### config.mk
export PLATFORM = sky130hd
export DESIGN_NAME = rst_src_ctrl
export DESIGN_NICKNAME = d
export VERILOG_FILES = /design/src/rtl/rst_src_pkg.sv /design/src/rtl/rst_src_sync.sv /design/src/rtl/rst_src_regs.sv /design/src/rtl/rst_src_fsm.sv /design/src/rtl/rst_src_ctrl.sv
export SDC_FILE = /design/constraint.sdc
export NUM_CORES = 1
export LEC_CHECK = 0
export ABC_AREA = 1
export BUFFER_PORTS_ARGS = -buffer_cell sky130_fd_sc_hd__buf_2
export CORE_MARGIN = 1.5
export CORE_UTILIZATION = 50
export DETAILED_ROUTE_END_ITERATION = 6
export MAX_ROUTING_LAYER = met4
export PLACE_DENSITY = 0.77
export SLEW_MARGIN = 20
export SYNTH_ARGS = -nofsm -noshare
export SYNTH_HDL_FRONTEND = slang
export SYNTH_HIERARCHICAL = 1
export SYNTH_SLANG_ARGS = --single-unit
### constraint.sdc
create_clock -name clk -period 1.39 [get_ports clk]
set_input_delay 0 -clock clk [delete_from_list [all_inputs] [get_ports clk]]
set_output_delay 0 -clock clk [all_outputs]
set_load 0.05 [all_outputs]
### src/rtl/rst_src_pkg.sv
package rst_src_pkg;
  typedef enum logic [2:0] {
    PH_BOOT,
    PH_RUN,
    PH_WAIT_SCLK,
    PH_LOAD_NV,
    PH_LOAD_DEF
  } phase_e;
endpackage

### src/rtl/rst_src_sync.sv
// Reset synchronizer: asserts asynchronously, releases after STAGES edges.
module rst_src_sync #(
  parameter int STAGES = 2
) (
  input  logic clk,
  input  logic arst_n,
  output logic rst_n_o
);
  logic [STAGES-1:0] chain_q;

  always_ff @(posedge clk or negedge arst_n) begin
    if (!arst_n) chain_q <= '0;
    else         chain_q <= {chain_q[STAGES-2:0], 1'b1};
  end

  assign rst_n_o = chain_q[STAGES-1];
endmodule

### src/rtl/rst_src_regs.sv
// Control and reload registers with self-clearing request bits.
module rst_src_regs #(
  parameter int W          = 8,
  parameter int SOFT_A     = 2,
  parameter int SOFT_B     = 5,
  parameter int RELOAD_BIT = 1
) (
  input  logic         clk,
  input  logic         rst_n,
  input  logic         wr_en,
  input  logic         wr_sel,
  input  logic [W-1:0] wr_data,
  input  logic         strap_nv,
  input  logic         accept,
  input  logic         clr_soft,
  input  logic         clr_reload,
  output logic [W-1:0] ctrl_q,
  output logic         reload_q,
  output logic         soft_go,
  output logic         reload_go
);
  localparam logic [W-1:0] SOFT_MASK = (W'(1) << SOFT_A) | (W'(1) << SOFT_B);

  logic ctrl_wr;

  assign ctrl_wr   = accept & wr_en & ~wr_sel;
  assign soft_go   = ctrl_wr & wr_data[SOFT_A] & wr_data[SOFT_B];
  assign reload_go = accept & wr_en & wr_sel & wr_data[RELOAD_BIT] & ~strap_nv;

  always_ff @(posedge clk or negedge rst_n) begin
    if (!rst_n) begin
      ctrl_q   <= '0;
      reload_q <= 1'b0;
    end else begin
      if (soft_go)       ctrl_q <= wr_data;
      else if (ctrl_wr)  ctrl_q <= wr_data & ~SOFT_MASK;
      else if (clr_soft) ctrl_q <= ctrl_q & ~SOFT_MASK;

      if (reload_go)       reload_q <= 1'b1;
      else if (clr_reload) reload_q <= 1'b0;
    end
  end
endmodule

### src/rtl/rst_src_fsm.sv
// Reset sequencer: source choice, serial-clock wait, load tracking.
module rst_src_fsm
  import rst_src_pkg::*;
#(
  parameter int DEF_CYCLES = 16
) (
  input  logic clk,
  input  logic rst_n,
  input  logic strap_nv,
  input  logic soft_go,
  input  logic reload_go,
  input  logic sclk_tick,
  input  logic nv_load_done,
  output logic run,
  output logic clr_soft,
  output logic clr_reload,
  output logic nv_load_req,
  output logic def_load,
  output logic outputs_hold,
  output logic ready,
  output logic sync_req
);
  localparam int CW = $clog2(DEF_CYCLES) + 1;
  localparam logic [CW-1:0] LAST = CW'(DEF_CYCLES - 1);

  phase_e        ph_q, ph_d;
  logic [CW-1:0] cnt_q;
  logic          hard_q, ready_q, sync_q, finish;
  phase_e        src_ph;

  assign src_ph = strap_nv ? PH_LOAD_NV : PH_LOAD_DEF;
  assign finish = ((ph_q == PH_LOAD_NV) && nv_load_done) ||
                  ((ph_q == PH_LOAD_DEF) && (cnt_q == LAST));

  always_comb begin
    ph_d = ph_q;
    unique case (ph_q)
      PH_BOOT:      ph_d = src_ph;
      PH_RUN: begin
        if (soft_go)        ph_d = PH_WAIT_SCLK;
        else if (reload_go) ph_d = PH_LOAD_NV;
      end
      PH_WAIT_SCLK: if (sclk_tick) ph_d = src_ph;
      PH_LOAD_NV,
      PH_LOAD_DEF:  if (finish) ph_d = PH_RUN;
      default:      ph_d = PH_BOOT;
    endcase
  end

  always_ff @(posedge clk or negedge rst_n) begin
    if (!rst_n) begin
      ph_q    <= PH_BOOT;
      cnt_q   <= '0;
      hard_q  <= 1'b1;
      ready_q <= 1'b0;
      sync_q  <= 1'b0;
    end else begin
      ph_q    <= ph_d;
      cnt_q   <= (ph_q == PH_LOAD_DEF) ? cnt_q + CW'(1) : '0;
      ready_q <= finish;
      sync_q  <= finish & hard_q;
      if (finish) hard_q <= 1'b0;
    end
  end

  assign run          = (ph_q == PH_RUN);
  assign clr_soft     = (ph_q == PH_WAIT_SCLK) && sclk_tick;
  assign clr_reload   = (ph_q == PH_LOAD_NV) && nv_load_done;
  assign nv_load_req  = (ph_q == PH_LOAD_NV);
  assign def_load     = (ph_q == PH_LOAD_DEF) && (cnt_q == '0);
  assign outputs_hold = (ph_q != PH_RUN);
  assign ready        = ready_q;
  assign sync_req     = sync_q;
endmodule

### src/rtl/rst_src_ctrl.sv
module rst_src_ctrl #(
  parameter int DEF_CYCLES = 16,
  parameter int SYNC_STAGES = 2,
  parameter int W = 8
) (
  input  logic         clk,
  input  logic         hard_rst_n,
  input  logic         strap_nv,
  input  logic         sclk_tick,
  input  logic         wr_en,
  input  logic         wr_sel,
  input  logic [W-1:0] wr_data,
  output logic         nv_load_req,
  input  logic         nv_load_done,
  output logic         def_load,
  output logic         outputs_hold,
  output logic         out_ready,
  output logic         sync_req,
  output logic [W-1:0] ctrl_q,
  output logic         reload_pend
);
  logic rst_n_s, run, clr_soft, clr_reload, soft_go, reload_go;

  rst_src_sync #(.STAGES(SYNC_STAGES)) u_sync (
    .clk(clk), .arst_n(hard_rst_n), .rst_n_o(rst_n_s)
  );

  rst_src_regs #(.W(W), .SOFT_A(2), .SOFT_B(5), .RELOAD_BIT(1)) u_regs (
    .clk(clk), .rst_n(rst_n_s), .wr_en(wr_en), .wr_sel(wr_sel),
    .wr_data(wr_data), .strap_nv(strap_nv), .accept(run),
    .clr_soft(clr_soft), .clr_reload(clr_reload), .ctrl_q(ctrl_q),
    .reload_q(reload_pend), .soft_go(soft_go), .reload_go(reload_go)
  );

  rst_src_fsm #(.DEF_CYCLES(DEF_CYCLES)) u_fsm (
    .clk(clk), .rst_n(rst_n_s), .strap_nv(strap_nv), .soft_go(soft_go),
    .reload_go(reload_go), .sclk_tick(sclk_tick),
    .nv_load_done(nv_load_done), .run(run), .clr_soft(clr_soft),
    .clr_reload(clr_reload), .nv_load_req(nv_load_req),
    .def_load(def_load), .outputs_hold(outputs_hold), .ready(out_ready),
    .sync_req(sync_req)
  );
endmodule

# [Word-level counts from Yosys, hierarchy flattened]
# Index checks and enable logic that the tools add are counted.
[classes] add_sub_neg=1 eq_ne=9 mux=12 bitwise_logic=10 n_reduce_logical=12
[op_table] operator="2-to-1 mux 8 bit" count=2
[op_table] operator="2-to-1 mux 3 bit" count=5
[op_table] operator="case mux 3 bit (4 select lines)" count=1
[op_table] operator="AND 1 bit" count=8
[op_table] operator="== test 3 x 2 -> 1 bit (second input constant)" count=2
[op_table] operator="2-to-1 mux 6 bit" count=1
[op_table] operator="adder 5 x 1 -> 5 bit (second input constant)" count=1
[op_table] operator="== test 5 x 4 -> 1 bit (second input constant)" count=1
[op_table] operator="zero test 5 bit" count=1
[op_table] operator="2-to-1 mux 5 bit" count=1
[op_table] operator="logical AND 1 bit" count=4
[op_table] operator="nonzero test 2 bit" count=2
[op_table] operator="== test 3 x 1 -> 1 bit (second input constant)" count=1
[op_table] operator="== test 3 bit (second input constant)" count=1
[op_table] operator="zero test 3 bit" count=1
[op_table] operator="!= test 3 x 1 -> 1 bit (second input constant)" count=1
[op_table] operator="!= test 3 bit (second input constant)" count=1
[op_table] operator="AND reduction 3 bit" count=1
[op_table] operator="nonzero test 3 bit" count=1
[op_table] operator="2-to-1 mux 1 bit" count=2
[op_table] operator="!= test 2 x 1 -> 1 bit (second input constant)" count=1
[op_table] operator="!= test 2 bit (second input constant)" count=1
[op_table] operator="inverter 1 bit" count=2
[op_table] operator="OR reduction 2 bit" count=1
[op_table] operator="logical OR 1 bit" count=1
[word_totals] reg_bits=22 inputBits=15 out_inout_bits=14 elab_cells=53

# [Logic depth before layout (Yosys ltp)]
# Gate-level depths: netlist of run 1.
[depth] depth_word=8 depth_mapped=14

# [Hierarchy]
# Netlist of run 1, hierarchy kept.
[modules_own_cells] module="rst_src_fsm" n_inst=1 cells_each=78 area_each_um2=605.6
[modules_own_cells] module="rst_src_regs" n_inst=1 cells_each=47 area_each_um2=389.1
[modules_own_cells] module="rst_src_sync" n_inst=1 cells_each=3 area_each_um2=53.8

# [Worst setup path after synthesis of run 1]
# No wires, ideal clock.
[synth_timing] path_type="register -> output" start="reg u_fsm.ph_q[1]" end="out def_load" arrival_time_ns=2.139 setup_slack_ns=-0.749 stages_incl_launch_ff=4 path_buffers=0 cell_sequence="dfrtp_1 -> nor2_2 -> nand2_2 -> nor4_1"
[synth_between] elab_chain_cells=2
[synth_lines] element="from (decl)" line_no="rst_src_fsm.sv:26" source="phase_e ph_q, ph_d;"
[synth_lines] element="from (signal assigned)" line_no="rst_src_fsm.sv:58" source="ph_q <= ph_d;"
[synth_lines] element="== test 3 bit" line_no="rst_src_fsm.sv:70" source="assign def_load = (ph_q == PH_LOAD_DEF) && (cnt_q == '0);"
[synth_lines] element="logical AND 1 bit" line_no="rst_src_fsm.sv:70"
[synth_lines] element="to (decl)" line_no="rst_src_ctrl.sv:15" source="output logic def_load,"
# No other way between the ends.

# [Worst setup path in the final report of run 1]
[layout_timing] start="reg u_fsm.ph_q[0]" end="reg u_fsm.ph_q[2]"
[layout_between] elab_chain_cells=7 word_cells_on_any_way=22
[layout_lines] element="== test 3 x 1 -> 1 bit" line_no="rst_src_fsm.sv:66" source="assign run = (ph_q == PH_RUN);"
[layout_lines] element="net run" line_no="rst_src_ctrl.sv:22" source="logic rst_n_s, run, clr_soft, clr_reload, soft_go, reload_go;"
[layout_lines] element="AND 1 bit (4 in a row)" line_no="rst_src_regs.sv:28" source="assign reload_go = accept & wr_en & wr_sel & wr_data[RELOAD_BIT] & ~strap_nv;"
[layout_lines] element="net reload_go" line_no="rst_src_ctrl.sv:22"
[layout_lines] element="!= test 3 bit (no source line)"
[layout_lines] element="AND reduction 3 bit (no source line)"
# The timed path passes the listed nets, and every way through them passes these cells.
# A chain may end at the register's enable or synchronous reset.

==> results.cfg, run 1 <==
[status]
outcome = finished, violations left
violations = negative setup slack

[synthesis]
synthMostInstantiatedCell = nand2_1
syn_nets = 146
synthDistinctLibCells = 21
synthArstFlopShare = 1.00
ys_warn_count = 6
synthCells = 128
yosysTopAreaCell = dfrtp_1
syn_avg_cell_area_um2 = 8.19
netlist.area_leader.share = 0.501
syn_area_mm2 = 0.00105
synth_flop_cell = dfrtp_1
synth_edf_count = 0
synthTopCellsByCount = nand2_1 (40), dfrtp_1 (21), inv_1 (21)
synth_seq_cells = 22
yosysSeqAreaShare = 0.526
ys_top_cells_by_area = dfrtp_1 (50%), nand2_1 (14%), inv_1 (7.5%)

[floorplan]
rows = 16
ios = 29
dieArea_mm2 = 0.00238
die_w_um = 48.8
core_mm2 = 0.00196
fp.dieH_um = 48.8
start_util = 0.534

[run]
maxCapViolCount = 0

[critical_path]
worstSetupPathType = reg2reg
cp_max_fo = 3
cp_data_required_time_ps = 1650
crit_arrival_ps = 1830
end_kind = flop
critPathLaunchType = flop

[sta]
slew_viol_final = 0
finalHoldViolations = 0
setup_violations = 12
grt_setup_unrepaired = yes
post-route-min-period_ps = 1570
tns_ps = -1790
fin_crit_sh = 1.13
fmax_ghz = 0.635
setup_ws_ps = -185
fin_skew_ps = 6.57

[finish]
synthToLayoutAreaGrowth_pct = 59.9
antenna_cells = 0
fin_nets = 213
drive_gt1_frac = 0.448

[clocking]
cts_max_path_buffers = 2
cts_buffers = 3
clock_sinks = 22
cts_tree = built
cts_root_buf = clkbuf_4
clkLatencyLatePin_ps = 310
cts.clk_slew.worst_paths_ps = 120
h-tree-depth = 1

[placement]
portBuffers = 28
pre_cts_ws_ps = -93.3
gp_congestion = 0.801
hpwl_um = 1730

[drt]
drc = 0
drt-wirelength-per-cell_um = 13.0
dr.pass1.iters = 4
dr.first_iter.drc_count = 31
num_vias = 1098
ant_nets = 0
routed_wl_um = 2870
vias_per_cell = 4.97

[power_and_ir_drop]
p_leak_uw = 0.000921
ir_drop_mv = 1.76
p_per_area_mw_per_mm2 = 2120

[grt]
grt_pass1_wl_um = 4390
grt_usage = 0.244
overflow = 0
grt_max_degree = 21
antenna_found_initial = 0
grt_pass1_vias = 1070

[hold_path]
hp-class = in2reg
cell type report:
cell class	instances	area (µm²)
clock buffers	4	36.3
fillers	111	285
inverters	23	91.3
multi-input cells	83	505
flip-flops and latches	22	552
well taps	27	33.8
repair buffers	62	458
report_power, final:
part	internal, µW	switching [µW]	total [µW]
clock	160	193	352
combinational	854	1410	2270
sequential	817	113	929
total	1830	1720	3550
flip-flops by register name, indices dropped and copies added (netlist names):
name / flops
u_fsm/cnt_q: 5
u_fsm/hard_q: 1
u_fsm/ph_q: 3
u_fsm/ready: 1
u_fsm/sync_req: 1
u_regs/ctrl_q: 8
u_regs/reload_q: 1
u_sync/chain_q: 2
path summary, 6_finish.rpt:
check	slack [ps]	endpoint	depth (start not counted)	startpoint
worst max-delay path	-180	u_fsm/ph_q[2]	13	u_fsm/ph_q[0]
worst min-delay path	40	u_regs/reload_q	3	wr_sel
worst max register to register	-180	u_fsm/ph_q[2]	13	u_fsm/ph_q[0]
worst min register to register	200	u_fsm/cnt_q[3]	1	u_sync/chain_q[1]
max in group asynchronous	730	u_sync/chain_q[0]	3	hard_rst_n
min in group asynchronous	200	u_fsm/cnt_q[3]	1	u_sync/chain_q[1]
cell families after synthesis:
| kind of cell | share of synthesized area |
|---|---|
| simple gates | 0.329 |
| buf+inv | 0.0823 |
| flops | 0.526 |
| compound gates | 0.0143 |
| fa+ha+maj | 0.0358 |
| xor+xnor | 0.00835 |
| other cells | 0.00358 |
through the flow:
stage | total power, µW | cells | area, µm² | utilization | hold WS (ps)
after global placement | 2550 | 195 | 1340 | 0.684 | -216
after detailed placement | 2610 | 195 | 1340 | 0.684 | -214
after CTS | 3280 | 218 | 1590 | 0.809 | 19.2
final | 3550 | 221 | 1680 | 0.855 | 43.1
after floorplan | 2140 | 128 | 1080 | - | -296
after global routing | 3730 | 221 | 1680 | 0.855 | 24.1
layer usage:
metal	GRT usage	vias to the layer above	part of all wire
met5	-	-	0
met4	0.119	0	0.030
met3	0.0276	8	0.044
met2	0.447	44	0.55
met1	0.259	523	0.38
li1	-	523	-
worst max-delay path, stage by stage, from the launching register on:
cell and delay [ps]:
dfrtp_1 420, buf_6 120, inv_4 30, nor2_4 100
nand2_4 70, inv_4 80, nand3_2 90, nor2_1 110
inv_1 50, nand4_1 110, nand2_1 80, inv_2 80
nand3_1 100, nand2_1 80
layout by cell type (no fill, tap or decap), drive strengths merged:
master	Yosys	routed
ha	3	3
nand3	15	15
o21ai	2	2
dfrtp	21	21
nand2	42	42
nor4	1	1
nand4	2	2
clkbuf	0	4
buf	0	52
nor2	13	13
dlygate4sd3	0	10
dfstp	1	1
nor3b	1	1
nor3	1	1
a21oi	1	1
conb	1	1
xor2	1	1
inv	23	23
timing repair:
| action | CTS | global route |
|---|---|---|
| endpoints found under the setup margin | 5 | 17 |
| resized for setup | 11 | 22 |
| hold buffers | 10 | 0 |
| hold endpoints to repair | 10 | 0 |
| pin swaps | 11 | 7 |
| setup buffers | 9 | 4 |
(Power assumes the default switching activity.)
==> run 2: changes to the inputs <==
--- a/config.mk
+++ b/config.mk
@@ -12,6 +12,7 @@
 export DETAILED_ROUTE_END_ITERATION = 6
 export MAX_ROUTING_LAYER = met4
 export PLACE_DENSITY = 0.77
+export SETUP_SLACK_MARGIN = 0.5
 export SLEW_MARGIN = 20
 export SYNTH_ARGS = -nofsm -noshare
 export SYNTH_HDL_FRONTEND = slang
==> run 2 against run 1 <==
The flow now stops in global routing. Area after synthesis unchanged. Synthesized cell count unchanged.
==> results.cfg, run 2 <==
[status]
outcome = did not finish
lastStage = global routing
error = [ERROR DPL-0038] Utilization greater than 100%, impossible to legalize

[clocking]
cts_root_buf = clkbuf_4
h-tree-depth = 1
cts_max_path_buffers = 2
clock_sinks = 22
cts_buffers = 3

[synthesis]
synthArstFlopShare = 1.00
synthCells = 128
syn_area_mm2 = 0.00105
syn_avg_cell_area_um2 = 8.19
synthDistinctLibCells = 21
yosysSeqAreaShare = 0.526
synth_edf_count = 0
synth_seq_cells = 22
ys_warn_count = 6
synthMostInstantiatedCell = nand2_1
ys_top_cells_by_area = dfrtp_1 (50%), nand2_1 (14%), inv_1 (7.5%)
synth_flop_cell = dfrtp_1
netlist.area_leader.share = 0.501
syn_nets = 146
yosysTopAreaCell = dfrtp_1
synthTopCellsByCount = nand2_1 (40), dfrtp_1 (21), inv_1 (21)

[placement]
portBuffers = 28
hpwl_um = 1740
placed_cells = 195
gp_congestion = 0.859

[floorplan]
rows = 16
start_util = 0.534
ios = 29
die_w_um = 48.8
fp.dieH_um = 48.8

[grt]
grt_max_degree = 14

[sta]
endpoint_type = register input
crit_endpoint = u_fsm/ph_q[0]$_DFFE_PN0P_/D
## run 2: cell counts after synthesis
No cell type changed its count.
## run 2: cell families after synthesis
family,synth area share
flops,0.526
fa+ha+maj,0.0358
xor+xnor,0.00835
buf+inv,0.0823
compound gates,0.0143
simple gates,0.329
other cells,0.00358
## run 2: timing repair
action	in CTS
endpoints found under the hold margin	9
setup endpoints to repair	34
cloned	0
resized for setup	52
pin swaps	11
hold buffers	8
setup buffers	11
## run 2: metrics by stage
stage                     TNS [ps]  worst slack (ps)   util  instance area (µm²)
after CTS                     -396              -107  0.887                 1740
after floorplan               -927              -249      -                 1090
after detailed placement      -181             -68.4  0.689                 1350
after global placement       -27.4             -16.4  0.689                 1350
==> run 3: changes to the inputs <==
--- a/config.mk
+++ b/config.mk
@@ -7,12 +7,10 @@
 export LEC_CHECK = 0
 export ABC_AREA = 1
 export BUFFER_PORTS_ARGS = -buffer_cell sky130_fd_sc_hd__buf_2
-export CORE_MARGIN = 1.5
-export CORE_UTILIZATION = 50
+export CORE_AREA = 2 2 63 65
 export DETAILED_ROUTE_END_ITERATION = 6
-export MAX_ROUTING_LAYER = met4
-export PLACE_DENSITY = 0.77
-export SETUP_SLACK_MARGIN = 0.5
+export DIE_AREA = 0 0 65 67
+export PLACE_DENSITY_LB_ADDON = 0.15
 export SLEW_MARGIN = 20
 export SYNTH_ARGS = -nofsm -noshare
 export SYNTH_HDL_FRONTEND = slang
==> run 3 against run 2 <==
The flow now finishes, with violations (negative setup slack).
==> results.cfg, run 3 (synthesis results as in run 1) <==
[status]
outcome = finished, violations left
violations = negative setup slack

[clocking]
cts_tree = built
cts_buffers = 3
cts.clk_slew.worst_paths_ps = 80
h-tree-depth = 1
clkLatencyLatePin_ps = 260
cts_max_path_buffers = 2
cts_root_buf = clkbuf_8
clock_sinks = 22

[sta]
post-route-min-period_ps = 1440
finalHoldViolations = 0
setup_ws_ps = -54.3
fin_skew_ps = 2.16
fmax_ghz = 0.692
setup_violations = 4
grt_setup_unrepaired = yes
fin_crit_sh = 1.04
slew_viol_final = 0
tns_ps = -154

[power_and_ir_drop]
p_per_area_mw_per_mm2 = 2100
p_leak_uw = 0.000928
ir_drop_mv = 1.54

[placement]
portBuffers = 28
gp_congestion = 0.860
dpl-instance-area_mm2 = 0.00139
pre_cts_ws_ps = -84.8
hpwl_um = 1710

[drt]
ant_nets = 0
vias_per_cell = 4.23
drc = 0
dr.first_iter.drc_count = 34
num_vias = 1019
dr.pass1.iters = 4
routed_wl_um = 2540
drt-wirelength-per-cell_um = 10.6

[grt]
grt_pass1_vias = 1029
grt_usage = 0.133
overflow = 0
antenna_found_initial = 0
grt_max_degree = 21
grt_pass1_wl_um = 4370

[finish]
seqCellArea_um2 = 552
mostFrequentLayoutCells = nand2_1 (32), buf_2 (26), dfrtp_1 (21), buf_4 (20), inv_1 (14)
drive_gt1_frac = 0.482
fillerInstances = 359
fin_area_mm2 = 0.00174
multi_input_area_um2 = 515
layout_commonest_cell = nand2_1
antenna_cells = 0
synthToLayoutAreaGrowth_pct = 65.5
fin_nets = 212
top_register = u_regs/ctrl_q
reg_top3 = u_regs/ctrl_q (8), u_fsm/cnt_q (5), u_fsm/ph_q (3)
largest_reg_flops = 8

[critical_path]
path_buf_inv = 4
critPathLaunchType = flop
worstSetupPathType = reg2reg
critPathTopFamily = buffers and inverters
critical_path.max_stage_delay_ps = 420
cp_max_fo = 5
path_cells = buf_4, buf_6, nand2_2, buf_4, nand2_1, nand3_4, buf_6, nand3_1, nand2_1
end_kind = flop
crit_arrival_ps = 1600
cp_data_required_time_ps = 1550
slowest_stage = dfrtp_1

[floorplan]
start_util = 0.291
dieArea_mm2 = 0.00436
core_mm2 = 0.00361
rows = 22
die_w_um = 65
fp.dieH_um = 67
ios = 29

[run]
maxCapViolCount = 0

[hold_path]
hp-class = in2async
## run 3: per-stage QoR
stage,hold slack (ps),power (µW),instances,utilization
after global routing,42.4,3880,241,0.481
after global placement,-215,2620,219,0.385
after CTS,29.6,3500,239,0.458
after detailed placement,-212,2630,219,0.385
after floorplan,-296,2140,128,-
final,36.7,3650,241,0.481
## run 3: where the power goes
part,switching [µW],internal [µW]
clock,216,385
sequential,106,818
combinational,1320,808
total,1640,2010
## run 3: layout make-up
type | instances | area share
clock buffers | 3 | 0.0238
clock inverters | 1 | 0.0173
inverters | 23 | 0.0555
multi-input cells | 83 | 0.297
flip-flops and latches | 22 | 0.318
well taps | 48 | 0.0346
repair buffers | 61 | 0.254
## run 3: path summary, 6_finish.rpt
| path | start | endpoint | cells past startpoint | slack, ps |
|---|---|---|---|---|
| max | u_fsm/ph_q[2] | u_fsm/ph_q[0] | 9 | -50 |
| min | hard_rst_n | u_sync/chain_q[0] | 2 | 40 |
| max reg2reg | u_fsm/ph_q[2] | u_fsm/ph_q[0] | 9 | -50 |
| max in group asynchronous | u_sync/chain_q[1] | u_fsm/hard_q | 1 | 920 |
| min in group clk | strap_nv | u_fsm/ph_q[2] | 4 | 40 |
| min reg2reg | u_sync/chain_q[1] | u_fsm/cnt_q[2] | 1 | 210 |
## run 3: timing repair
action	CTS	global route
endpoints found under the hold margin	8	0
pin swaps	18	10
buffers inserted	9	4
hold buffers	7	0
endpoints found under the setup margin	4	16
resized for setup	16	23
## run 3: per-layer routing
| metal | global-route usage | part of all wire | up-vias |
|---|---|---|---|
| met4 | 0.0559 | 0.016 | 0 |
| met3 | 0.0236 | 0.041 | 5 |
| met2 | 0.256 | 0.54 | 27 |
| li1 | - | - | 521 |
| met1 | 0.140 | 0.40 | 466 |
| met5 | 0 | 0 | - |
